==> src/rtl/gpio_port_pkg.sv <==
package gpio_port_pkg;

    typedef struct packed {
        logic       irq_en;
        logic       deb_en;
        logic       pol;
        logic [1:0] trig;
        logic       dir_out;
        logic       en;
    } pin_cfg_t;

    localparam logic [1:0] TRIG_NONE   = 2'd0;
    localparam logic [1:0] TRIG_LEVEL  = 2'd1;
    localparam logic [1:0] TRIG_SINGLE = 2'd2;
    localparam logic [1:0] TRIG_DOUBLE = 2'd3;

    localparam logic [2:0] OFF_CFG  = 3'd0;
    localparam logic [2:0] OFF_DEB  = 3'd1;
    localparam logic [2:0] OFF_IN   = 3'd2;
    localparam logic [2:0] OFF_OCTL = 3'd3;
    localparam logic [2:0] OFF_OVAL = 3'd4;
    localparam logic [2:0] OFF_CLR  = 3'd5;

    localparam int          ADDR_W      = 9;
    localparam logic [8:0]  STATUS_ADDR = 9'h104;

endpackage

==> src/rtl/gpio_tick.sv <==
module gpio_tick #(
    parameter int TICK_CYCLES = 200000
) (
    input  logic clk_i,
    input  logic rst_ni,
    output logic tick_o
);
    localparam int CNT_W = $clog2(TICK_CYCLES + 1);

    typedef struct packed {
        logic [CNT_W-1:0] cnt;
        logic             tick;
    } tick_st_t;

    tick_st_t st_d, st_q;

    always_comb begin
        st_d      = st_q;
        st_d.tick = 1'b0;
        if (st_q.cnt == CNT_W'(TICK_CYCLES - 1)) begin
            st_d.cnt  = '0;
            st_d.tick = 1'b1;
        end else begin
            st_d.cnt = st_q.cnt + 1'b1;
        end
    end

    always_ff @(posedge clk_i or negedge rst_ni) begin
        if (!rst_ni) st_q <= '0;
        else         st_q <= st_d;
    end

    assign tick_o = st_q.tick;
endmodule

==> src/rtl/gpio_pin.sv <==
module gpio_pin
    import gpio_port_pkg::*;
(
    input  logic        clk_i,
    input  logic        rst_ni,
    input  logic        tick_i,
    input  logic        pad_i,
    input  logic        wr_i,
    input  logic [2:0]  off_i,
    input  logic [31:0] wdata_i,
    output pin_cfg_t    cfg_o,
    output logic [7:0]  thr_o,
    output logic        level_o,
    output logic        float_o,
    output logic        oval_o,
    output logic        pend_o,
    output logic        pad_o,
    output logic        pad_oe_o
);
    typedef struct packed {
        pin_cfg_t   cfg;
        logic [7:0] thr;
        logic       flt;
        logic       oval;
        logic [1:0] sync;
        logic       level;
        logic [7:0] cnt;
        logic       pend;
    } pin_st_t;

    pin_st_t st_d, st_q;
    logic    raw, filter_on, rise, fall, hit, clr;

    always_comb begin
        st_d      = st_q;
        st_d.sync = {st_q.sync[0], pad_i};
        raw       = st_q.sync[1];
        filter_on = st_q.cfg.deb_en && (st_q.thr != 8'd0);

        // debounce: accept a change after thr stable ticks
        if (!filter_on || raw == st_q.level) begin
            st_d.cnt = '0;
            if (!filter_on) st_d.level = raw;
        end else if (tick_i) begin
            if ({1'b0, st_q.cnt} + 9'd1 >= {1'b0, st_q.thr}) begin
                st_d.level = raw;
                st_d.cnt   = '0;
            end else begin
                st_d.cnt = st_q.cnt + 8'd1;
            end
        end

        rise = !st_q.level && st_d.level;
        fall = st_q.level && !st_d.level;
        unique case (st_q.cfg.trig)
            TRIG_LEVEL:  hit = (st_q.level == st_q.cfg.pol);
            TRIG_SINGLE: hit = st_q.cfg.pol ? rise : fall;
            TRIG_DOUBLE: hit = rise || fall;
            default:     hit = 1'b0;
        endcase
        hit = hit && st_q.cfg.en;

        clr       = wr_i && (off_i == OFF_CLR);
        st_d.pend = (st_q.pend && !clr) || hit;

        if (wr_i) begin
            case (off_i)
                OFF_CFG:  st_d.cfg  = pin_cfg_t'(wdata_i[6:0]);
                OFF_DEB:  st_d.thr  = wdata_i[7:0];
                OFF_OCTL: st_d.flt  = wdata_i[0];
                OFF_OVAL: st_d.oval = wdata_i[0];
                default:  ;
            endcase
        end
    end

    always_ff @(posedge clk_i or negedge rst_ni) begin
        if (!rst_ni) begin
            st_q     <= '0;
            st_q.flt <= 1'b1;
        end else begin
            st_q <= st_d;
        end
    end

    assign cfg_o    = st_q.cfg;
    assign thr_o    = st_q.thr;
    assign level_o  = st_q.level;
    assign float_o  = st_q.flt;
    assign oval_o   = st_q.oval;
    assign pend_o   = st_q.pend;
    assign pad_o    = st_q.oval;
    assign pad_oe_o = st_q.cfg.en && st_q.cfg.dir_out && !st_q.flt;
endmodule

==> src/rtl/gpio_port.sv <==
module gpio_port
    import gpio_port_pkg::*;
#(
    parameter int N_PINS      = 8,
    parameter int TICK_CYCLES = 200000
) (
    input  logic              clk_i,
    input  logic              rst_ni,
    input  logic              wr_en_i,
    input  logic              rd_en_i,
    input  logic [8:0]        addr_i,
    input  logic [31:0]       wdata_i,
    output logic [31:0]       rdata_o,
    input  logic [N_PINS-1:0] pad_i,
    output logic [N_PINS-1:0] pad_o,
    output logic [N_PINS-1:0] pad_oe_o,
    output logic              irq_o
);
    localparam int IDX_W = 3;

    typedef struct packed {
        logic [31:0] rdata;
    } port_st_t;

    port_st_t st_d, st_q;

    logic                  tick;
    logic                  in_win;
    logic [IDX_W-1:0]      pin_idx;
    logic [2:0]            off;
    logic [N_PINS-1:0][6:0] cfg_vec;
    logic [N_PINS-1:0][7:0] thr_vec;
    logic [N_PINS-1:0]     level_vec, float_vec, oval_vec, pend_vec, ien_vec;

    assign in_win  = !addr_i[8];
    assign pin_idx = addr_i[7:5];
    assign off     = addr_i[4:2];

    gpio_tick #(.TICK_CYCLES(TICK_CYCLES)) tick_i (
        .clk_i (clk_i),
        .rst_ni(rst_ni),
        .tick_o(tick)
    );

    for (genvar g = 0; g < N_PINS; g++) begin : g_pin
        pin_cfg_t cfg_w;
        logic     sel;
        assign sel = wr_en_i && in_win && (pin_idx == IDX_W'(g));

        gpio_pin pin_i (
            .clk_i   (clk_i),
            .rst_ni  (rst_ni),
            .tick_i  (tick),
            .pad_i   (pad_i[g]),
            .wr_i    (sel),
            .off_i   (off),
            .wdata_i (wdata_i),
            .cfg_o   (cfg_w),
            .thr_o   (thr_vec[g]),
            .level_o (level_vec[g]),
            .float_o (float_vec[g]),
            .oval_o  (oval_vec[g]),
            .pend_o  (pend_vec[g]),
            .pad_o   (pad_o[g]),
            .pad_oe_o(pad_oe_o[g])
        );
        assign cfg_vec[g] = cfg_w;
        assign ien_vec[g] = cfg_w.irq_en;
    end

    always_comb begin
        st_d = st_q;
        if (rd_en_i) begin
            st_d.rdata = '0;
            if (addr_i == STATUS_ADDR) begin
                st_d.rdata = 32'(pend_vec);
            end else if (in_win) begin
                for (int i = 0; i < N_PINS; i++) begin
                    if (pin_idx == IDX_W'(i)) begin
                        case (off)
                            OFF_CFG:  st_d.rdata = 32'(cfg_vec[i]);
                            OFF_DEB:  st_d.rdata = 32'(thr_vec[i]);
                            OFF_IN:   st_d.rdata = 32'(level_vec[i]);
                            OFF_OCTL: st_d.rdata = 32'(float_vec[i]);
                            OFF_OVAL: st_d.rdata = 32'(oval_vec[i]);
                            default:  st_d.rdata = '0;
                        endcase
                    end
                end
            end
        end
    end

    always_ff @(posedge clk_i or negedge rst_ni) begin
        if (!rst_ni) st_q <= '0;
        else         st_q <= st_d;
    end

    assign rdata_o = st_q.rdata;
    assign irq_o   = |(pend_vec & ien_vec);
endmodule

==> config.mk <==
export PLATFORM = sky130hd
export DESIGN_NAME = gpio_port
export DESIGN_NICKNAME = d
export VERILOG_FILES = /design/src/rtl/gpio_port_pkg.sv /design/src/rtl/gpio_tick.sv /design/src/rtl/gpio_pin.sv /design/src/rtl/gpio_port.sv
export SDC_FILE = /design/constraint.sdc
export NUM_CORES = 1
export LEC_CHECK = 0
export BUFFER_PORTS_ARGS = -buffer_cell sky130_fd_sc_hd__buf_2
export CAP_MARGIN = 20
export CELL_PAD_IN_SITES_DETAIL_PLACEMENT = 0
export CELL_PAD_IN_SITES_GLOBAL_PLACEMENT = 1
export CORE_ASPECT_RATIO = 0.9
export CORE_MARGIN = 8
export CORE_UTILIZATION = 53
export DETAILED_ROUTE_END_ITERATION = 16
export PLACE_DENSITY = 0.83
export SKIP_CTS_REPAIR_TIMING = 1
export SLEW_MARGIN = 20
export SYNTH_ARGS = -nofsm -noshare
export SYNTH_HDL_FRONTEND = slang
export SYNTH_HIERARCHICAL = 1
export SYNTH_SLANG_ARGS = --single-unit
==> constraint.sdc <==
create_clock -name clk_i -period 5.6 [get_ports clk_i]
set_input_delay 1.12 -clock clk_i [delete_from_list [all_inputs] [get_ports clk_i]]
set_output_delay 1.12 -clock clk_i [all_outputs]
set_load 0.1 [all_outputs]
==> metrics.cfg, run 1 <==
[yosys]
synth.distinct_cells=68
async_flop_share=1.000
syn_area_per_cell_um2=9.859
synth-edff-count=0
synth_top_cell_by_area=dfrtp_1
synthCells=1699
ys_ff_latch=259
synth_ff_type=dfrtp_1
yosysWarnings=6
yosys.area.top_type_share=0.3750
synth.cell_area_um2=16750
synthTopCellsByArea=dfrtp_1 37%, buf_4 7.0%, ha_1 6.6%
ys_seq_area_frac=0.3875

[setup_path]
cpMaxStageDelayCell=dfrtp_1
endpoint_kind=register
cp.depth=15
path_class=register to register
reg2regPathDepth=15
slowest_delay_ns=0.45
cp_num_buf_inv=0
critPathMaxFanout=10
reg2reg_setup_slack_ns=1.81
path_common_cell=ha_1
start_kind=register
crit_chain=ha_1 -> nand3_1 -> and2_1 -> or2_2 -> ha_1 -> and3_1 -> a221oi_1 -> o21a_1 -> a221oi_1 -> and2_1 -> ha_1 -> mux2_2 -> nand2_1 -> o21ai_0 -> a22o_1
required_ns=6.05
crit_family=compound AO/OA/AOI/OAI gates
timing.rr.start=g_pin[4].pin_i/st_q[1]
r2r_end=g_pin[4].pin_i/pend_o
worst-endpoint-arrival_ns=4.24

[global_routing]
gr-usage-all-layers=0.2165
grt_pass1_wl_um=65810
antenna_found_initial=1
grt_pass1_vias=11830
overflow=0
grt_max_degree=122

[floorplan]
fp.dieW_um=203.4
die_y_um=184.7
ios=102
start_util=0.5405
die_area_um2=37560
rows=61
core_area_um2=30990

[timing]
slew_headroom=0.2822
grt_setup_unrepaired=no
setup-tns-final_ns=0
finalCriticalPeriod_ns=3.793
timing.final.crit_share=0.6773
whs_ns=0.3459
worstMarginPinSlew_ns=1.074
max_freq_mhz=263.7
hold_viol=0
drv_slew=0
finalClockSkew_ns=0.02796
setup_violations=0

[detailed_routing]
vias_per_cell=5.974
ant_nets=0
dr_total_vias=12230
drt-total-wl_um=41200
drc=0
drtIter0Drc=948
first_pass_iters=5
wl_per_cell_um=20.11

[worst_hold_path]
whs_path_depth=0
holdPathEnd=g_pin[3].pin_i/raw
hold_start=g_pin[3].pin_i/st_d[11]
hold_class=register to register

[layout]
fin_nets=1756
fillers=2792
area_growth_pct=3.593
final_util=0.5600
drive_above_1_share=0.1728

[power_and_ir_drop]
power_mw=4.839
p_per_area_nw_per_um2=278.9
p_leak_nw=8.338
ir_drop_uv=285.7

[clocking]
htreeDepth=1
cts_buffers=30
cts_num_sinks=259
worstSkewPairLatency_ns=0.58
cts-root-buf=clkbuf_16
cts_tree=yes
clk_pin_slew_ns=0.06
clockBufferDepth=3

[status]
outcome=finished clean

[place]
place_congestion=0.9207
dpl.hpwl_um=28730
io_buffers=53

[flow_run]
cap_viol_max_count=0

worst register-to-register path, stage by stage (launching register included):
cell      delay, ns
dfrtp_1        0.45
ha_1           0.27
nand3_1        0.12
and2_1         0.18
or2_2          0.30
ha_1           0.29
and3_1         0.16
a221oi_1       0.29
o21a_1         0.42
a221oi_1       0.17
and2_1         0.18
ha_1           0.18
mux2_2         0.25
nand2_1        0.07
o21ai_0        0.10
a22o_1         0.25
kinds of logic (layout without fill, tap and decap cells):
family | count (synthesis) | in the layout | synth area share
AND/OR/NAND/NOR | 539 | 539 | 0.1794
AO/OA/AOI/OAI | 349 | 349 | 0.1480
buffers and inverters | 275 | 191 | 0.1027
flip-flops | 259 | 259 | 0.3875
multiplexers | 134 | 134 | 0.08800
adder cells (fa/ha/maj) | 89 | 89 | 0.06648
XOR/XNOR | 53 | 53 | 0.02771
other | 1 | 25 | 0.0002239
through the flow:
step,cells,setup slack [ns],cell area [um2]
6_report,2048,1.807,17350
5_1_grt,2048,1.559,17350
4_1_cts,2047,1.833,17320
3_5_place_dp,1991,1.638,16330
3_3_place_gp,1991,1.676,16330
2_1_floorplan,1722,2.216,16840
cell usage in the layout, fill, tap and decap left out, types with 21 or more instances in the layout:
cell type  netlist  routed
and2_1          32      32
a21o_1          33      33
clkbuf_16        0      30
xnor2_1         23      23
a221oi_1        28      28
o211ai_1        25      25
nand2_1        189     189
mux2i_1         37      37
buf_2           13      51
dfrtp_1        251     251
o21ai_0        106     106
conb_1           1      24
a21oi_1         24      24
or2_2           26      26
nor2_1          54      54
ha_1            89      89
a22o_1          21      21
mux2_2          96      96
a32o_1          34      34
nand3_1         50      50
inv_1           68      68
xor2_1          30      30
cell type report:
cell class,count,area (um2),area share
flip-flops and latches,259,6491,0.3741
well taps,409,511.7,0.02949
diodes,1,2.502,0.0001442
repair buffers,67,382.9,0.02207
clock inverters,8,107.6,0.006201
multi-input cells,1188,8712,0.5021
clock buffers,48,888.4,0.05120
inverters,68,255.2,0.01471
worst max path at each step:
stage                                 from                      end  slack, ns
floorplan           g_pin[7].pin_i/st_q[1]    g_pin[7].pin_i/pend_o       2.22
global placement                 addr_i[8]  g_pin[2].pin_i/thr_o[0]       1.68
detailed placement               addr_i[8]  g_pin[2].pin_i/thr_o[0]       1.64
CTS                 g_pin[4].pin_i/st_q[1]    g_pin[4].pin_i/pend_o       1.83
global route        g_pin[4].pin_i/st_q[1]    g_pin[4].pin_i/pend_o       1.56
finish              g_pin[4].pin_i/st_q[1]    g_pin[4].pin_i/pend_o       1.81
cell usage after synthesis (21+ instances only):
cell type and instances:
dfrtp_1 251, clkbuf_1 26, inv_1 68, buf_4 157
or2_2 26, xor2_1 30, o211ai_1 25, ha_1 89
mux2i_1 37, nor2_1 54, a221oi_1 28, a22o_1 21
a21oi_1 24, mux2_2 96, nand2_1 189, xnor2_1 23
o21ai_0 106, a21o_1 33, and2_1 32, a32o_1 34
nand3_1 50
state kept, by name (all words and copies together) (netlist names), 18 cells and up:
signal,flops
g_pin.pin_i/st_q,64
g_pin.pin_i/thr_o,64
g_pin.pin_i/cfg_o,56
tick_i/st_q,18
routing by layer:
layer  vias up  share of wire  track usage
li1       5822              -            -
met1      6050           0.48       0.3150
met2       294           0.44       0.3332
met3        68          0.053      0.03528
met4         0          0.023      0.05043
met5         -              0            0
power breakdown:
| part | leakage [nW] | switching [mW] | total (mW) | internal, mW |
|---|---|---|---|---|
| Combinational | 4.61 | 0.486 | 0.706 | 0.220 |
| Sequential | 3.25 | 0.159 | 2.17 | 2.01 |
| Clock | 0.484 | 0.791 | 1.97 | 1.17 |
No activity file was read; power rests on OpenSTA's default activity.
==> run 2: changes to the inputs <==
Settings changed: CORE_UTILIZATION 53 to 44, PLACE_DENSITY 0.83 to 0.73.
Clock period 5.6 ns to 3.3 ns, I/O delays scaled along.
==> metrics.cfg, run 2 (synthesized netlist as in run 1, its figures left out) <==
[layout]
fillers=3427  ; +23%
finalNonFillerCells=2231  ; +8.9%
area_growth_pct=13.80
final_cell_mix=250 x dfrtp_1, 186 x nand2_1, 120 x buf_4
fin_nets=1865  ; +6.2%
final_util=0.5098  ; -0.05012
multiInputGateArea_um2=9447  ; +8.4%
layout_commonest_cell=dfrtp_1
drive_above_1_share=0.2902  ; +0.1174
register_area_um2=6492  ; about the same

[setup_path]
critPathMaxFanout=4  ; -6
r2r_end=g_pin[7].pin_i/pend_o
start_kind=register
crit_family=simple AND/OR/NAND/NOR gates
required_ns=3.76  ; -2.29 ns
worst-endpoint-arrival_ns=3.69  ; -0.55 ns
reg2regPathDepth=15  ; unchanged
cpMaxStageDelayCell=dfrtp_1
cp_num_buf_inv=0  ; unchanged
crit_chain=ha_2 -> nand3_2 -> and2_4 -> or2_4 -> ha_4 -> and3_4 -> nand3_1 -> o21a_2 -> a221oi_2 -> nand2_1 -> ha_2 -> mux2_2 -> nand2_1 -> o21ai_1 -> a22o_1
slowest_delay_ns=0.42  ; -0.03 ns
endpoint_kind=register
timing.rr.start=g_pin[7].pin_i/st_q[2]
reg2reg_setup_slack_ns=0.07  ; -1.74 ns
path_class=register to register

[global_routing]
grt_pass1_vias=12350  ; +4.4%
gr-usage-all-layers=0.1918  ; -0.02469
grt_max_degree=88  ; -28%
grt_pass1_wl_um=69900  ; +6.2%
antenna_found_initial=3  ; +2
overflow=0  ; unchanged

[place]
dpl.hpwl_um=31850  ; +11%
dpl.cell_count=2154  ; +8.2%
place_congestion=0.9200  ; about the same
io_buffers=53  ; unchanged

[floorplan]
die_y_um=201.1  ; +8.9%
fp.dieW_um=221.7  ; +9.0%
ios=102  ; unchanged
rows=67  ; +9.8%
start_util=0.4480  ; -0.09254
core_area_um2=37390  ; +21%
die_area_um2=44580  ; +19%

[detailed_routing]
ant_nets=0  ; unchanged
wl_per_cell_um=20.09  ; -0.14%
first_pass_iters=5  ; unchanged
drtIter0Drc=1040  ; +9.7%
drc=0  ; unchanged
drt-total-wl_um=44820  ; +8.8%
dr_total_vias=12810  ; +4.7%
vias_per_cell=5.740  ; -3.9%

[status]
outcome=finished clean

[timing]
hold_viol=0  ; unchanged
max_freq_mhz=309.7  ; +17%
setup_violations=0  ; unchanged
setup-tns-final_ns=0  ; unchanged
worstMarginPinSlew_ns=1.092  ; +0.01712 ns
grt_setup_unrepaired=yes
finalClockSkew_ns=0.006431  ; -0.02153 ns
drv_slew=0  ; unchanged
slew_headroom=0.2707  ; -0.01144
whs_ns=0.07068  ; -0.2752 ns
finalCriticalPeriod_ns=3.229  ; -0.5636 ns
timing.final.crit_share=0.9785  ; +0.3012

[clocking]
cts_tree=yes
clk_pin_slew_ns=0.06  ; about the same
cts_buffers=30  ; unchanged
htreeDepth=1  ; unchanged
clockBufferDepth=3  ; unchanged
cts_num_sinks=259  ; unchanged
cts-root-buf=clkbuf_16
worstSkewPairLatency_ns=0.58  ; about the same

[power_and_ir_drop]
seq_power_share=0.437  ; -0.011
p_sw_mw=2.545  ; +77%
internal_power_mw=5.881  ; +73%
clkPwrFrac=0.409  ; +0.003
p_comb_frac=0.154  ; +0.008
p_per_area_nw_per_um2=442.0  ; +58%
p_sw_frac=0.3021  ; +0.005336
p_leak_nw=8.888  ; +6.6%
ir_drop_uv=429.3  ; +50%

[worst_hold_path]
hold_class=primary input to async pin

[flow_run]
cap_viol_max_count=0  ; unchanged

-- run 2: power groups by stage --
stage	Combinational [mW]	Clock, mW	Sequential (mW)
final	1.30	3.44	3.69
after CTS	1.23	3.53	3.67
after global placement	1.20	0	3.72
after floorplan	1.03	0	3.68
after global routing	1.42	3.66	3.71
after detailed placement	1.22	0	3.73
-- run 2: how the worst max path moves through the flow --
| stage | cells after the start | slack, ns | endpoint | from |
|---|---|---|---|---|
| final | 15 | 0.07 | g_pin[7].pin_i/pend_o | g_pin[7].pin_i/st_q[2] |
| after global routing | 15 | -0.04 | g_pin[2].pin_i/pend_o | g_pin[2].pin_i/st_q[3] |
| after floorplan | 16 | 0.04 | g_pin[7].pin_i/pend_o | g_pin[7].pin_i/st_q[1] |
| after global placement | 15 | -0.04 | g_pin[7].pin_i/pend_o | g_pin[7].pin_i/st_q[3] |
| after detailed placement | 15 | -0.08 | g_pin[7].pin_i/pend_o | g_pin[7].pin_i/st_q[5] |
| after CTS | 15 | -0.11 | g_pin[7].pin_i/pend_o | g_pin[7].pin_i/st_q[3] |
-- run 2: routing by layer --
metal	vias up	wire length, um	global-route usage	share of wire
met4	2	866	0.04045	0.019
met1	6357	21130	0.2728	0.47
met5	-	10	0	0.00022
met3	62	2876	0.04594	0.064
met2	326	19930	0.2933	0.44
li1	6060	-	-	-
-- run 2: layout make-up --
class | instances | share of cell area
antenna | 1 | 0.0001313
clock buffer | 46 | 0.04568
clock inverter | 10 | 0.007286
inverter | 68 | 0.01339
multi-input combinational | 1188 | 0.4956
sequential | 259 | 0.3406
tap | 483 | 0.03170
timing repair buffer | 176 | 0.06564
-- run 2: worst register-to-register path, cell delays in order (launching register included) --
cell,delay (ns)
dfrtp_1,0.42
ha_2,0.22
nand3_2,0.09
and2_4,0.16
or2_4,0.25
ha_4,0.27
and3_4,0.18
nand3_1,0.08
o21a_2,0.25
a221oi_2,0.28
nand2_1,0.12
ha_2,0.19
mux2_2,0.26
nand2_1,0.07
o21ai_1,0.07
a22o_1,0.21
-- run 2: through the flow --
step | total power, mW | cell area, um2 | worst slack, ns
2_1_floorplan | 4.710 | 16850 | 0.04125
3_3_place_gp | 4.924 | 17140 | -0.03940
3_5_place_dp | 4.950 | 17140 | -0.08350
4_1_cts | 8.434 | 18150 | -0.1070
5_1_grt | 8.792 | 19060 | -0.04095
6_report | 8.426 | 19060 | 0.07083
==> run 3: changes to the inputs <==
Settings changed: REMOVE_ABC_BUFFERS set to 1.
==> metrics.cfg, run 3 (synthesized netlist as in run 1, its figures left out) <==
[status]
outcome=finished clean

[global_routing]
antenna_found_initial=1  ; -2
grt_pass1_wl_um=69010  ; -1.3%
grt_max_degree=65  ; -26%
overflow=0  ; unchanged
gr-usage-all-layers=0.1884  ; -0.003396
grt_pass1_vias=12140  ; -1.7%

[timing]
drv_slew=0  ; unchanged
timing.final.crit_share=0.9761  ; -0.002391
slew_headroom=0.3048  ; +0.03404
timing.final.ws_setup_ns=0.07872  ; +0.007890 ns
grt_setup_unrepaired=yes
whs_ns=0.02639  ; -0.04429 ns
worstMarginPinSlew_ns=1.041  ; -0.05095 ns
setup_violations=0  ; unchanged
finalClockSkew_ns=0.01336  ; +0.006925 ns
finalCriticalPeriod_ns=3.221  ; -0.007890 ns
hold_viol=0  ; unchanged
max_freq_mhz=310.4  ; +0.25%

[setup_path]
critPathMaxFanout=3  ; -1
required_ns=3.75  ; about the same
reg2regPathDepth=15  ; unchanged
reg2reg_setup_slack_ns=0.08  ; about the same
worst-endpoint-arrival_ns=3.67  ; -0.02 ns
path_class=register to register
start_kind=register
endpoint_kind=register
r2r_end=g_pin[5].pin_i/pend_o
timing.rr.start=g_pin[5].pin_i/st_q[3]

[worst_hold_path]
hold_class=primary input to async pin

[clocking]
cts_num_sinks=259  ; unchanged
htreeDepth=1  ; unchanged
cts-root-buf=clkbuf_16
cts_tree=yes
clk_pin_slew_ns=0.06  ; about the same
worstSkewPairLatency_ns=0.57  ; about the same
cts_buffers=30  ; unchanged
clockBufferDepth=3  ; unchanged

[place]
io_buffers=53  ; unchanged
dpl.cell_count=2156  ; +0.093%
dpl.hpwl_um=31140  ; -2.2%
place_congestion=0.9023  ; -1.9%
pre_cts_ws_ns=-0.09568  ; -0.01218 ns

[detailed_routing]
first_pass_iters=5  ; unchanged
drt-total-wl_um=44050  ; -1.7%
dr_total_vias=12730  ; -0.58%
wl_per_cell_um=19.80  ; -1.4%
ant_nets=0  ; unchanged
drc=0  ; unchanged
vias_per_cell=5.723  ; -0.31%
drtIter0Drc=1027  ; -1.3%

[power_and_ir_drop]
p_leak_nw=8.883  ; about the same
seq_power_share=0.439  ; +0.002
p_comb_frac=0.155  ; about the same
internal_power_mw=5.916  ; +0.60%
clkPwrFrac=0.406  ; -0.003
power_mw=8.393  ; -0.39%
p_sw_frac=0.2951  ; -0.006936
ir_drop_uv=407.6  ; -5.0%
p_sw_mw=2.477  ; -2.7%
p_per_area_nw_per_um2=441.5  ; -0.13%

[layout]
layout_commonest_cell=dfrtp_1
drive_above_1_share=0.2899  ; -0.0003151
diodes=0  ; -1
area_growth_pct=13.50
final_cell_mix=251 x dfrtp_1, 181 x nand2_1, 116 x buf_4
final_util=0.5085  ; -0.001372
finalNonFillerCells=2225  ; -0.27%
fin_nets=1860  ; -0.27%

[floorplan]
die_area_um2=44580  ; unchanged
ios=102  ; unchanged
fp.dieW_um=221.7  ; unchanged
core_area_um2=37390  ; unchanged
rows=67  ; unchanged
die_y_um=201.1  ; unchanged
start_util=0.4480  ; unchanged

[flow_run]
cap_viol_max_count=0  ; unchanged

run 3: metal layers:
metal / GRT usage / routed length, um / vias to the layer above
li1: - / - / 6043
met1: 0.2799 / 21510 / 6350
met2: 0.2867 / 19710 / 285
met3: 0.02879 / 2042 / 53
met4: 0.03833 / 780 / 2
met5: 0 / 8 / -
run 3: layout make-up:
| cell class | count | area [um2] |
|---|---|---|
| Sequential cell | 259 | 6491 |
| Fill cell | 3444 | 18380 |
| Clock inverter | 3 | 65.06 |
| Tap cell | 483 | 604.3 |
| Clock buffer | 53 | 948.4 |
| Inverter | 68 | 255.2 |
| Multi-Input combinational cell | 1188 | 9445 |
| Timing Repair Buffer | 171 | 1201 |
run 3: worst max-delay path by stage:
stage | startpoint | end | slack [ns] | cells after the start
final | g_pin[5].pin_i/st_q[3] | g_pin[5].pin_i/pend_o | 0.08 | 15
after global routing | g_pin[2].pin_i/st_q[3] | g_pin[2].pin_i/pend_o | -0.05 | 15
after global placement | g_pin[3].pin_i/st_q[3] | g_pin[3].pin_i/pend_o | -0.05 | 15
after floorplan | g_pin[5].pin_i/st_q[1] | g_pin[5].pin_i/pend_o | 0.03 | 15
after detailed placement | g_pin[1].pin_i/st_q[4] | g_pin[1].pin_i/pend_o | -0.1 | 15
after CTS | g_pin[1].pin_i/st_q[4] | g_pin[1].pin_i/pend_o | -0.1 | 15
run 3: power groups by stage:
stage          clock network (mW)  registers (mW)  logic [mW]
2_1_floorplan                   0            3.74       0.693
3_3_place_gp                    0            3.72        1.20
3_5_place_dp                    0            3.72        1.23
4_1_cts                      3.51            3.67        1.24
5_1_grt                      3.63            3.70        1.42
6_report                     3.41            3.68        1.30
run 3: through the flow:
step | cell area [um2] | setup TNS [ns]
after floorplan | 15370 | 0
after global placement | 17140 | -0.1174
after detailed placement | 17140 | -0.3334
after CTS | 18150 | -0.4917
after global routing | 19010 | -0.1557
final | 19010 | 0
run 3: critical path: stages (launching register included):
cell and delay (ns):
dfrtp_1 0.35, and3_4 0.22, nand3_4 0.08, and2_4 0.16, or2_2 0.32, ha_4 0.27
and3_4 0.19, nand3_1 0.08, o21a_1 0.23, a221oi_2 0.27, nand2_1 0.12, ha_2 0.19
mux2_2 0.27, nand2_2 0.07, o21ai_2 0.05, a22o_1 0.23
